## config.mk

```make
export PLATFORM = sky130hd
export DESIGN_NAME = flash_ready_detector
export DESIGN_NICKNAME = d
export VERILOG_FILES = /design/src/rtl/frd_pkg.sv /design/src/rtl/frd_launch.sv /design/src/rtl/frd_sampler.sv /design/src/rtl/frd_budget.sv /design/src/rtl/flash_ready_detector.sv
export SDC_FILE = /design/constraint.sdc
export NUM_CORES = 1
export LEC_CHECK = 0
export CORE_ASPECT_RATIO = 1.2
export CORE_MARGIN = 2
export CORE_UTILIZATION = 45
export DETAILED_ROUTE_END_ITERATION = 16
export PLACE_DENSITY = 0.75
export SYNTH_ARGS = -nofsm -noshare
export SYNTH_HDL_FRONTEND = slang
export SYNTH_SLANG_ARGS = --single-unit
```

## constraint.sdc

```tcl
create_clock -name clk -period 2.61 [get_ports clk]
set_input_delay 0.261 -clock clk [delete_from_list [all_inputs] [get_ports clk]]
set_output_delay 0.261 -clock clk [all_outputs]
set_load 0.02 [all_outputs]
```

## src/rtl/frd_pkg.sv

```systemverilog
package frd_pkg;
  typedef enum logic [1:0] {
    ST_IDLE  = 2'd0,
    ST_ISSUE = 2'd1,
    ST_WAIT  = 2'd2
  } frd_state_e;

  typedef enum logic {
    MODE_TOGGLE = 1'b0,
    MODE_POLL   = 1'b1
  } frd_mode_e;
endpackage

```

## src/rtl/frd_launch.sv

```systemverilog
module frd_launch #(
  parameter int ADDR_W = 24,
  parameter int DATA_W = 8
) (
  input  logic              clk,
  input  logic              rst_n,
  input  logic              accept,
  input  logic              poll_mode,
  input  logic [ADDR_W-1:0] target_addr,
  input  logic [DATA_W-1:0] expect_data,
  output frd_pkg::frd_mode_e mode_q,
  output logic [ADDR_W-1:0] addr_q,
  output logic [DATA_W-1:0] expect_q
);
  import frd_pkg::*;

  always_ff @(posedge clk) begin
    if (!rst_n) begin
      mode_q   <= MODE_TOGGLE;
      addr_q   <= '0;
      expect_q <= '0;
    end else if (accept) begin
      mode_q   <= poll_mode ? MODE_POLL : MODE_TOGGLE;
      addr_q   <= target_addr;
      expect_q <= expect_data;
    end
  end
endmodule

```

## src/rtl/frd_sampler.sv

```systemverilog
module frd_sampler #(
  parameter int DATA_W     = 8,
  parameter int TOGGLE_BIT = 6,
  parameter int POLL_BIT   = 7
) (
  input  logic              clk,
  input  logic              rst_n,
  input  logic              clear,
  input  frd_pkg::frd_mode_e mode,
  input  logic [DATA_W-1:0] expect_q,
  input  logic              rsp_fire,
  input  logic [DATA_W-1:0] rsp_data,
  output logic              cmp_read,
  output logic              hit
);
  import frd_pkg::*;

  localparam logic [DATA_W-1:0] TOGGLE_MASK = DATA_W'(1) << TOGGLE_BIT;
  localparam logic [DATA_W-1:0] POLL_MASK   = DATA_W'(1) << POLL_BIT;

  logic [DATA_W-1:0] mask;
  logic [DATA_W-1:0] masked_rd;
  logic [DATA_W-1:0] ref_q;
  logic              have_ref_q;

  always_comb begin
    mask      = (mode == MODE_POLL) ? POLL_MASK : TOGGLE_MASK;
    masked_rd = rsp_data & mask;
    cmp_read  = rsp_fire && ((mode == MODE_POLL) || have_ref_q);
    if (mode == MODE_POLL) hit = (masked_rd == (expect_q & mask));
    else                   hit = (masked_rd == ref_q);
  end

  always_ff @(posedge clk) begin
    if (!rst_n) begin
      ref_q      <= '0;
      have_ref_q <= 1'b0;
    end else if (clear) begin
      ref_q      <= '0;
      have_ref_q <= 1'b0;
    end else if (rsp_fire && mode == MODE_TOGGLE) begin
      ref_q      <= masked_rd;
      have_ref_q <= 1'b1;
    end
  end

  // the read that follows a toggle-mode response is always a comparing read
  a_r4_ref_taken: assert property (@(posedge clk) disable iff (!rst_n)
    (rsp_fire && !clear && mode == MODE_TOGGLE) |=> have_ref_q);
endmodule

```

## src/rtl/frd_budget.sv

```systemverilog
module frd_budget #(
  parameter int MAX_ITER = 32'h0FFF_FFFF
) (
  input  logic clk,
  input  logic rst_n,
  input  logic clear,
  input  logic step,
  output logic last
);
  localparam int CNT_W = $clog2(MAX_ITER + 1);
  localparam logic [CNT_W-1:0] LAST_VAL = CNT_W'(MAX_ITER - 1);

  logic [CNT_W-1:0] cnt_q;

  assign last = (cnt_q == LAST_VAL);

  always_ff @(posedge clk) begin
    if (!rst_n)                cnt_q <= '0;
    else if (clear)            cnt_q <= '0;
    else if (step && !last)    cnt_q <= cnt_q + 1'b1;
  end

  // the miss counter never passes the budget
  a_r7_cnt_bound: assert property (@(posedge clk) disable iff (!rst_n)
    cnt_q <= LAST_VAL);
endmodule

```

## src/rtl/flash_ready_detector.sv

```systemverilog
module flash_ready_detector #(
  parameter int ADDR_W     = 24,
  parameter int DATA_W     = 8,
  parameter int TOGGLE_BIT = 6,
  parameter int POLL_BIT   = 7,
  parameter int MAX_ITER   = 32'h0FFF_FFFF
) (
  input  logic              clk,
  input  logic              rst_n,
  input  logic              start,
  input  logic              poll_mode,
  input  logic [ADDR_W-1:0] target_addr,
  input  logic [DATA_W-1:0] expect_data,
  output logic              rd_req_valid,
  input  logic              rd_req_ready,
  output logic [ADDR_W-1:0] rd_addr,
  input  logic              rd_rsp_valid,
  input  logic [DATA_W-1:0] rd_rsp_data,
  output logic              busy,
  output logic              done,
  output logic              timeout
);
  import frd_pkg::*;

  frd_state_e state_q, state_d;
  frd_mode_e  mode_q;
  logic [DATA_W-1:0] expect_q;
  logic accept, rsp_fire, cmp_read, hit, last, finish;
  logic done_q, timeout_q;

  assign accept   = start && (state_q == ST_IDLE);
  assign rsp_fire = rd_rsp_valid && (state_q == ST_WAIT);
  assign finish   = cmp_read && (hit || last);

  frd_launch #(.ADDR_W(ADDR_W), .DATA_W(DATA_W)) u_launch (
    .clk(clk), .rst_n(rst_n), .accept(accept), .poll_mode(poll_mode),
    .target_addr(target_addr), .expect_data(expect_data),
    .mode_q(mode_q), .addr_q(rd_addr), .expect_q(expect_q)
  );

  frd_sampler #(.DATA_W(DATA_W), .TOGGLE_BIT(TOGGLE_BIT), .POLL_BIT(POLL_BIT)) u_sampler (
    .clk(clk), .rst_n(rst_n), .clear(accept), .mode(mode_q), .expect_q(expect_q),
    .rsp_fire(rsp_fire), .rsp_data(rd_rsp_data), .cmp_read(cmp_read), .hit(hit)
  );

  frd_budget #(.MAX_ITER(MAX_ITER)) u_budget (
    .clk(clk), .rst_n(rst_n), .clear(accept), .step(cmp_read && !hit), .last(last)
  );

  always_comb begin
    state_d = state_q;
    unique case (state_q)
      ST_IDLE:  if (accept)       state_d = ST_ISSUE;
      ST_ISSUE: if (rd_req_ready) state_d = ST_WAIT;
      ST_WAIT:  if (rsp_fire)     state_d = finish ? ST_IDLE : ST_ISSUE;
      default:                    state_d = ST_IDLE;
    endcase
  end

  always_ff @(posedge clk) begin
    if (!rst_n) begin
      state_q   <= ST_IDLE;
      done_q    <= 1'b0;
      timeout_q <= 1'b0;
    end else begin
      state_q <= state_d;
      done_q  <= rsp_fire && finish;
      if (accept)                        timeout_q <= 1'b0;
      else if (rsp_fire && finish && !hit) timeout_q <= 1'b1;
    end
  end

  assign rd_req_valid = (state_q == ST_ISSUE);
  assign busy         = (state_q != ST_IDLE);
  assign done         = done_q;
  assign timeout      = timeout_q;

  // a stalled request keeps its valid and address
  a_r2_req_hold: assert property (@(posedge clk) disable iff (!rst_n)
    (rd_req_valid && !rd_req_ready) |=> (rd_req_valid && $stable(rd_addr)));
  // no second request right after a handshake
  a_r3_one_outstanding: assert property (@(posedge clk) disable iff (!rst_n)
    (rd_req_valid && rd_req_ready) |=> !rd_req_valid);
  // done is a single-cycle pulse, seen while idle
  a_r8_done_pulse: assert property (@(posedge clk) disable iff (!rst_n)
    done |=> !done);
  a_r8_done_idle: assert property (@(posedge clk) disable iff (!rst_n)
    done |-> !busy);
  // timeout only ever appears together with done
  a_r7_timeout_with_done: assert property (@(posedge clk) disable iff (!rst_n)
    $rose(timeout) |-> done);
  // start while busy leaves the address alone
  a_r9_busy_start: assert property (@(posedge clk) disable iff (!rst_n)
    (busy && start) |=> $stable(rd_addr));
  // timeout is cleared only by a new accepted start
  a_r10_timeout_clear: assert property (@(posedge clk) disable iff (!rst_n)
    $fell(timeout) |-> busy);
endmodule

```

; ---- Yosys cells after proc, flatten, opt, wreduce, memory -nomap -nowiden
; Cells that the tools add are included.
[classes]
n_addsub = 1
eq_ne = 8
mux = 8
bitwise_logic = 4
reduce_logical = 17
[ops]
columns = cell, count
row1 = $add 28x1->28 const B, 1
row2 = $eq 28x28->1 const B, 1
row3 = $and 8x8->8, 2
row4 = $eq 8x8->1, 2
row5 = $logic_and 1x1->1, 9
row6 = $mux 8, 1
row7 = $mux 2, 3
row8 = $pmux 2 s3, 1
row9 = $ne 2x2->1 const B, 2
row10 = $mux 1, 3
row11 = $reduce_and 3->1, 1
row12 = $eq 2x1->1 const B, 1
row13 = $eq 2x2->1 const B, 1
row14 = $logic_not 1->1, 2
row15 = $logic_not 2->1, 1
row16 = $logic_or 1x1->1, 2
row17 = $ne 2x1->1 const B, 1
row18 = $not 1->1, 2
row19 = $reduce_bool 2->1, 1
row20 = $reduce_or 2->1, 1
[word_totals]
regBits = 74
input_bits = 46
out_inout_bits = 28
word_cells = 47

; ---- Logic depth before layout (Yosys ltp)
; Gate-level depths: netlist (run 1).
[depth]
ltp_word = 9
mapped_depth = 9
ltp_nobuf = 7

; ---- Hierarchy
; A second synthesis (run 1) with hierarchy kept.
[hier_totals]
cells_unflattened = 320
area_unflattened_um2 = 3103.0
[modules_own_cells]
columns = mod, instances, cells_per_inst, area_per_inst_um2, seq_area_each_um2
row1 = frd_budget, 1, 178, 1468.9, 560.5
row2 = frd_launch, 1, 106, 1280.0, 660.6
row3 = flash_ready_detector, 1, 21, 209.0, 80.1
row4 = frd_sampler, 1, 15, 145.1, 60.1

; ---- Least setup slack after synthesis (run 1)
; Ideal clock, no wire load.
[synth_timing]
kind = register -> register
from = reg u_budget.cnt_q[2]
to = reg u_budget.cnt_q[27]
setup_ns = 0.070
t_arrival_ns = 2.127
path_slack_ns = 0.413
stages_incl_launch_ff = 7
period_less_slack_ns = 2.197
path_cell_list = dfxtp_1 > nand4_2 > or4_4 > or4_1 > buf_2 > or4_1 > a21oi_1
[synth_between]
elab_chain_cells = 3
[synth_lines]
columns = element, line_no
row1 = "start, declared", frd_budget.sv:13  ; logic [CNT_W-1:0] cnt_q;
row2 = "start signal, assigned", frd_budget.sv:20  ; else if (step && !last) cnt_q <= cnt_q + 1'b1;
row3 = "parallel branches: the longest is 3 deep, another holds $add 28x1->28", --
; Parallel ways; which one is timed is not known.
; A chain may end at the register's enable or synchronous reset.

; ---- Final worst setup path (run 1)
; Ends and elaborated chain as after synthesis.

==> results.sh, run 1 <==
export IMPL_grt_pass1_wl_mm=11.1
export IMPL_fp_dieW_um=74.9
export IMPL_dr_pass1_iters=4
export IMPL_viasPerCell=5.50
export IMPL_io_buffers=60
export IMPL_post_synth_top_count_cell="nand2_1"
export IMPL_slew_viol_final=0
export IMPL_clock_path_buffers=2
export IMPL_drc=0
export IMPL_critPathArrivalTime_ns=2.66
export IMPL_p_leak_nw=1.23
export IMPL_syn_area_mm2=0.00271
export IMPL_finalCritPeriodShare=0.913
export IMPL_fill_cells=498
export IMPL_synthTopCellsByCount="nand2_1, dfxtp_1, a21oi_1"
export IMPL_startpoint="u_budget.cnt_q[2]$_SDFFE_PP0P_"
export IMPL_htreeDepth=3
export IMPL_routed_wl_mm=6.64
export IMPL_clk_pin_slew_worst_paths_ns=0.07
export IMPL_drt_first_iter_violations=100
export IMPL_fp_dieArea_mm2=0.00666
export IMPL_maxCapViolations=0
export IMPL_rsz0062_at_grt="no"
export IMPL_num_vias=2693
export IMPL_syn_nets=389
export IMPL_synth_area_top_cells="dfxtp_1, nand2_1, a21oi_1"
export IMPL_cts_tree="done"
export IMPL_busiest_layer="met2"
export IMPL_core_mm2=0.00574
export IMPL_ff2ff_path_depth=5
export IMPL_final_cell_area_mm2=0.00365
export IMPL_use_met2=0.354
export IMPL_rr_startpoint="u_budget.cnt_q[2]$_SDFFE_PP0P_"
export IMPL_yosysSeqAreaShare=0.450
export IMPL_crit_end="u_budget.cnt_q[27]$_SDFFE_PP0P_"
export IMPL_hold_start="u_launch.addr_q[1]$_SDFFE_PN0P_"
export IMPL_root_buffer="clkbuf_8"
export IMPL_syn_to_final_growth_pct=34.6
export IMPL_cp_end_kind="flip-flop"
export IMPL_slew_headroom=0.648
export IMPL_regArea_mm2=0.00122
export IMPL_die_h_um=89.0
export IMPL_grt_max_degree=29
export IMPL_async_flop_share=0
export IMPL_final_hold_viol_count=0
export IMPL_synth_warnings=0
export IMPL_rows=30
export IMPL_initial_core_util=0.472
export IMPL_grt_usage=0.218
export IMPL_synth_top_area_cell="dfxtp_1"
export IMPL_final_nets=453
export IMPL_synth_seq_cells=61
export IMPL_synth_avg_cell_area_um2=7.95
export IMPL_synth_ff_type="dfxtp_1"
export IMPL_r2r_end="u_budget.cnt_q[27]$_SDFFE_PP0P_"
export IMPL_ctsResizeCount=0
export IMPL_antenna_found_initial=0
export IMPL_multi_input_area_mm2=0.00139
export IMPL_finalSetupViolCount=0
export IMPL_status="completed"
export IMPL_worstMarginPinSlew_ns=0.528
export IMPL_ys_types=41
export IMPL_io_pins=74
export IMPL_worstSkewPairLatency_ns=0.34
export IMPL_fin_skew_ns=0.00540
export IMPL_grtUsageMet1=0.243
export IMPL_min_path_type="flip-flop to flip-flop"
export IMPL_layout_drive_gt1_share=0.100
export IMPL_diodes=0
export IMPL_place_congestion=0.848
export IMPL_crit_fanout=9
export IMPL_ir_worst_vdd_mv=0.346
export IMPL_synth_top_area_share=0.450
export IMPL_tns_ns=0
export IMPL_netlist_instances=341
export IMPL_placed_area_mm2=0.00344
export IMPL_grt_pass1_vias=2502
export IMPL_cts_num_sinks=61
export IMPL_postRouteAntennaNets=0
export IMPL_r2r_slack_ns=0.23
export IMPL_start_kind="flip-flop"
export IMPL_powerDensity_mw_per_mm2=586
export IMPL_required_ns=2.88
export IMPL_timing_fmax_mhz=419
export IMPL_grtUsageMet3=0.106
export IMPL_grt_overflow_total=0
export IMPL_post_cts_buffers=0
export IMPL_synth_edf_count=0
export IMPL_postCtsHoldBufs=0
export IMPL_cts_buffers=9
export IMPL_wire_per_inst_um=13.5
export IMPL_dpl_hpwl_mm=4.77
export IMPL_critPathKind="flip-flop to flip-flop"
export IMPL_min_period_ns=2.38
-- worst min path at each step --
stage | end | slack (ns) | cells past startpoint
after floorplan | u_launch.expect_q[7]$_SDFFE_PN0P_ | 0.40 | 2
after global placement | u_launch.addr_q[6]$_SDFFE_PN0P_ | 0.44 | 2
after detailed placement | u_launch.addr_q[1]$_SDFFE_PN0P_ | 0.45 | 2
after CTS | u_launch.addr_q[6]$_SDFFE_PN0P_ | 0.45 | 3
after global routing | u_launch.addr_q[8]$_SDFFE_PN0P_ | 0.46 | 3
final | u_launch.addr_q[1]$_SDFFE_PN0P_ | 0.45 | 2
-- registers in the layout, indices dropped and copies added, names as in the netlist --
signal and flops:
state_q 2, u_sampler.ref_q 2, u_launch.mode_q 1, u_launch.expect_q 1
u_budget.cnt_q 28, done 1, u_sampler.have_ref_q 1, timeout 1
u_launch.addr_q 24
-- cells by family (layout without fill, tap and decap cells) --
group                      after synthesis  count (layout)  share of synthesized area
and+or+nand+nor                        162             162                      0.307
AOI/OAI and AO/OA                       85              85                      0.180
DFF                                     61              61                      0.450
buffers and inverters                   27              96                     0.0388
adders and majority gates                2               2                    0.00923
xor gates and xnor gates                 2               2                    0.00646
muxes                                    2               2                    0.00738
-- cell usage in the layout, fill, tap and decap left out, types with 2 or more instances in the layout --
cell	netlist	final
nor4_1	4	3
o211ai_1	3	3
xnor2_1	2	2
inv_1	6	6
nand3_1	11	11
nand2_1	70	70
buf_4	0	14
bufinv_16	0	2
clkbuf_1	17	2
o21ai_0	12	12
nand4_1	7	7
clkbuf_8	0	9
o31ai_1	13	13
nand3b_1	2	2
dfxtp_1	61	61
clkinv_2	0	3
or2_2	5	5
ha_1	2	2
nor3_1	3	3
nor2_1	15	14
clkdlybuf4s50_1	0	60
or4_1	18	18
a21oi_1	49	49
and3_1	3	3
or3_1	14	14
mux2i_1	2	2
-- worst max-delay path: stages (launching register included) --
cell	delay, ns
dfxtp_1	0.44
nand4_2	0.12
or4_4	0.54
or4_1	0.63
or4_1	0.45
a21oi_1	0.14
-- stage by stage --
step / power, mW / util / hold slack [ns] / std cells / worst slack, ns
finish: 2.14 / 0.636 / 0.453 / 490 / 0.226
floorplan: 1.13 / - / 0.397 / 341 / 0.413
global route: 2.23 / 0.636 / 0.456 / 490 / 0.0593
detailed placement: 1.27 / 0.600 / 0.446 / 474 / 0.0453
global placement: 1.26 / 0.600 / 0.441 / 474 / 0.0532
CTS: 2.16 / 0.636 / 0.449 / 490 / 0.231
-- final cells by class --
| type | instances | area share |
|---|---|---|
| clock buffers | 11 | 0.0360 |
| repair buffers | 74 | 0.193 |
| inverters | 6 | 0.00617 |
| multi-input cells | 253 | 0.382 |
| flip-flops and latches | 61 | 0.335 |
| clock inverters | 5 | 0.0206 |
| well taps | 80 | 0.0274 |
-- routing by layer --
metal | vias up | routed length, um
li1 | 1358 | -
met1 | 1254 | 2690
met2 | 73 | 3230
met3 | 8 | 634
met4 | 0 | 83
met5 | - | 0
-- report_power, final --
part | switching, mW | internal, mW
logic | 0.137 | 0.131
clock network | 0.357 | 0.533
registers | 0.0176 | 0.961
Power figures use the tool's default switching activity.
==> inputs of run 2 (changes only) <==
Settings changed: GPL_ROUTABILITY_DRIVEN set to 0.
==> results of run 2 <==
The final DEF is identical to that of run 1; final timing and power are the same.
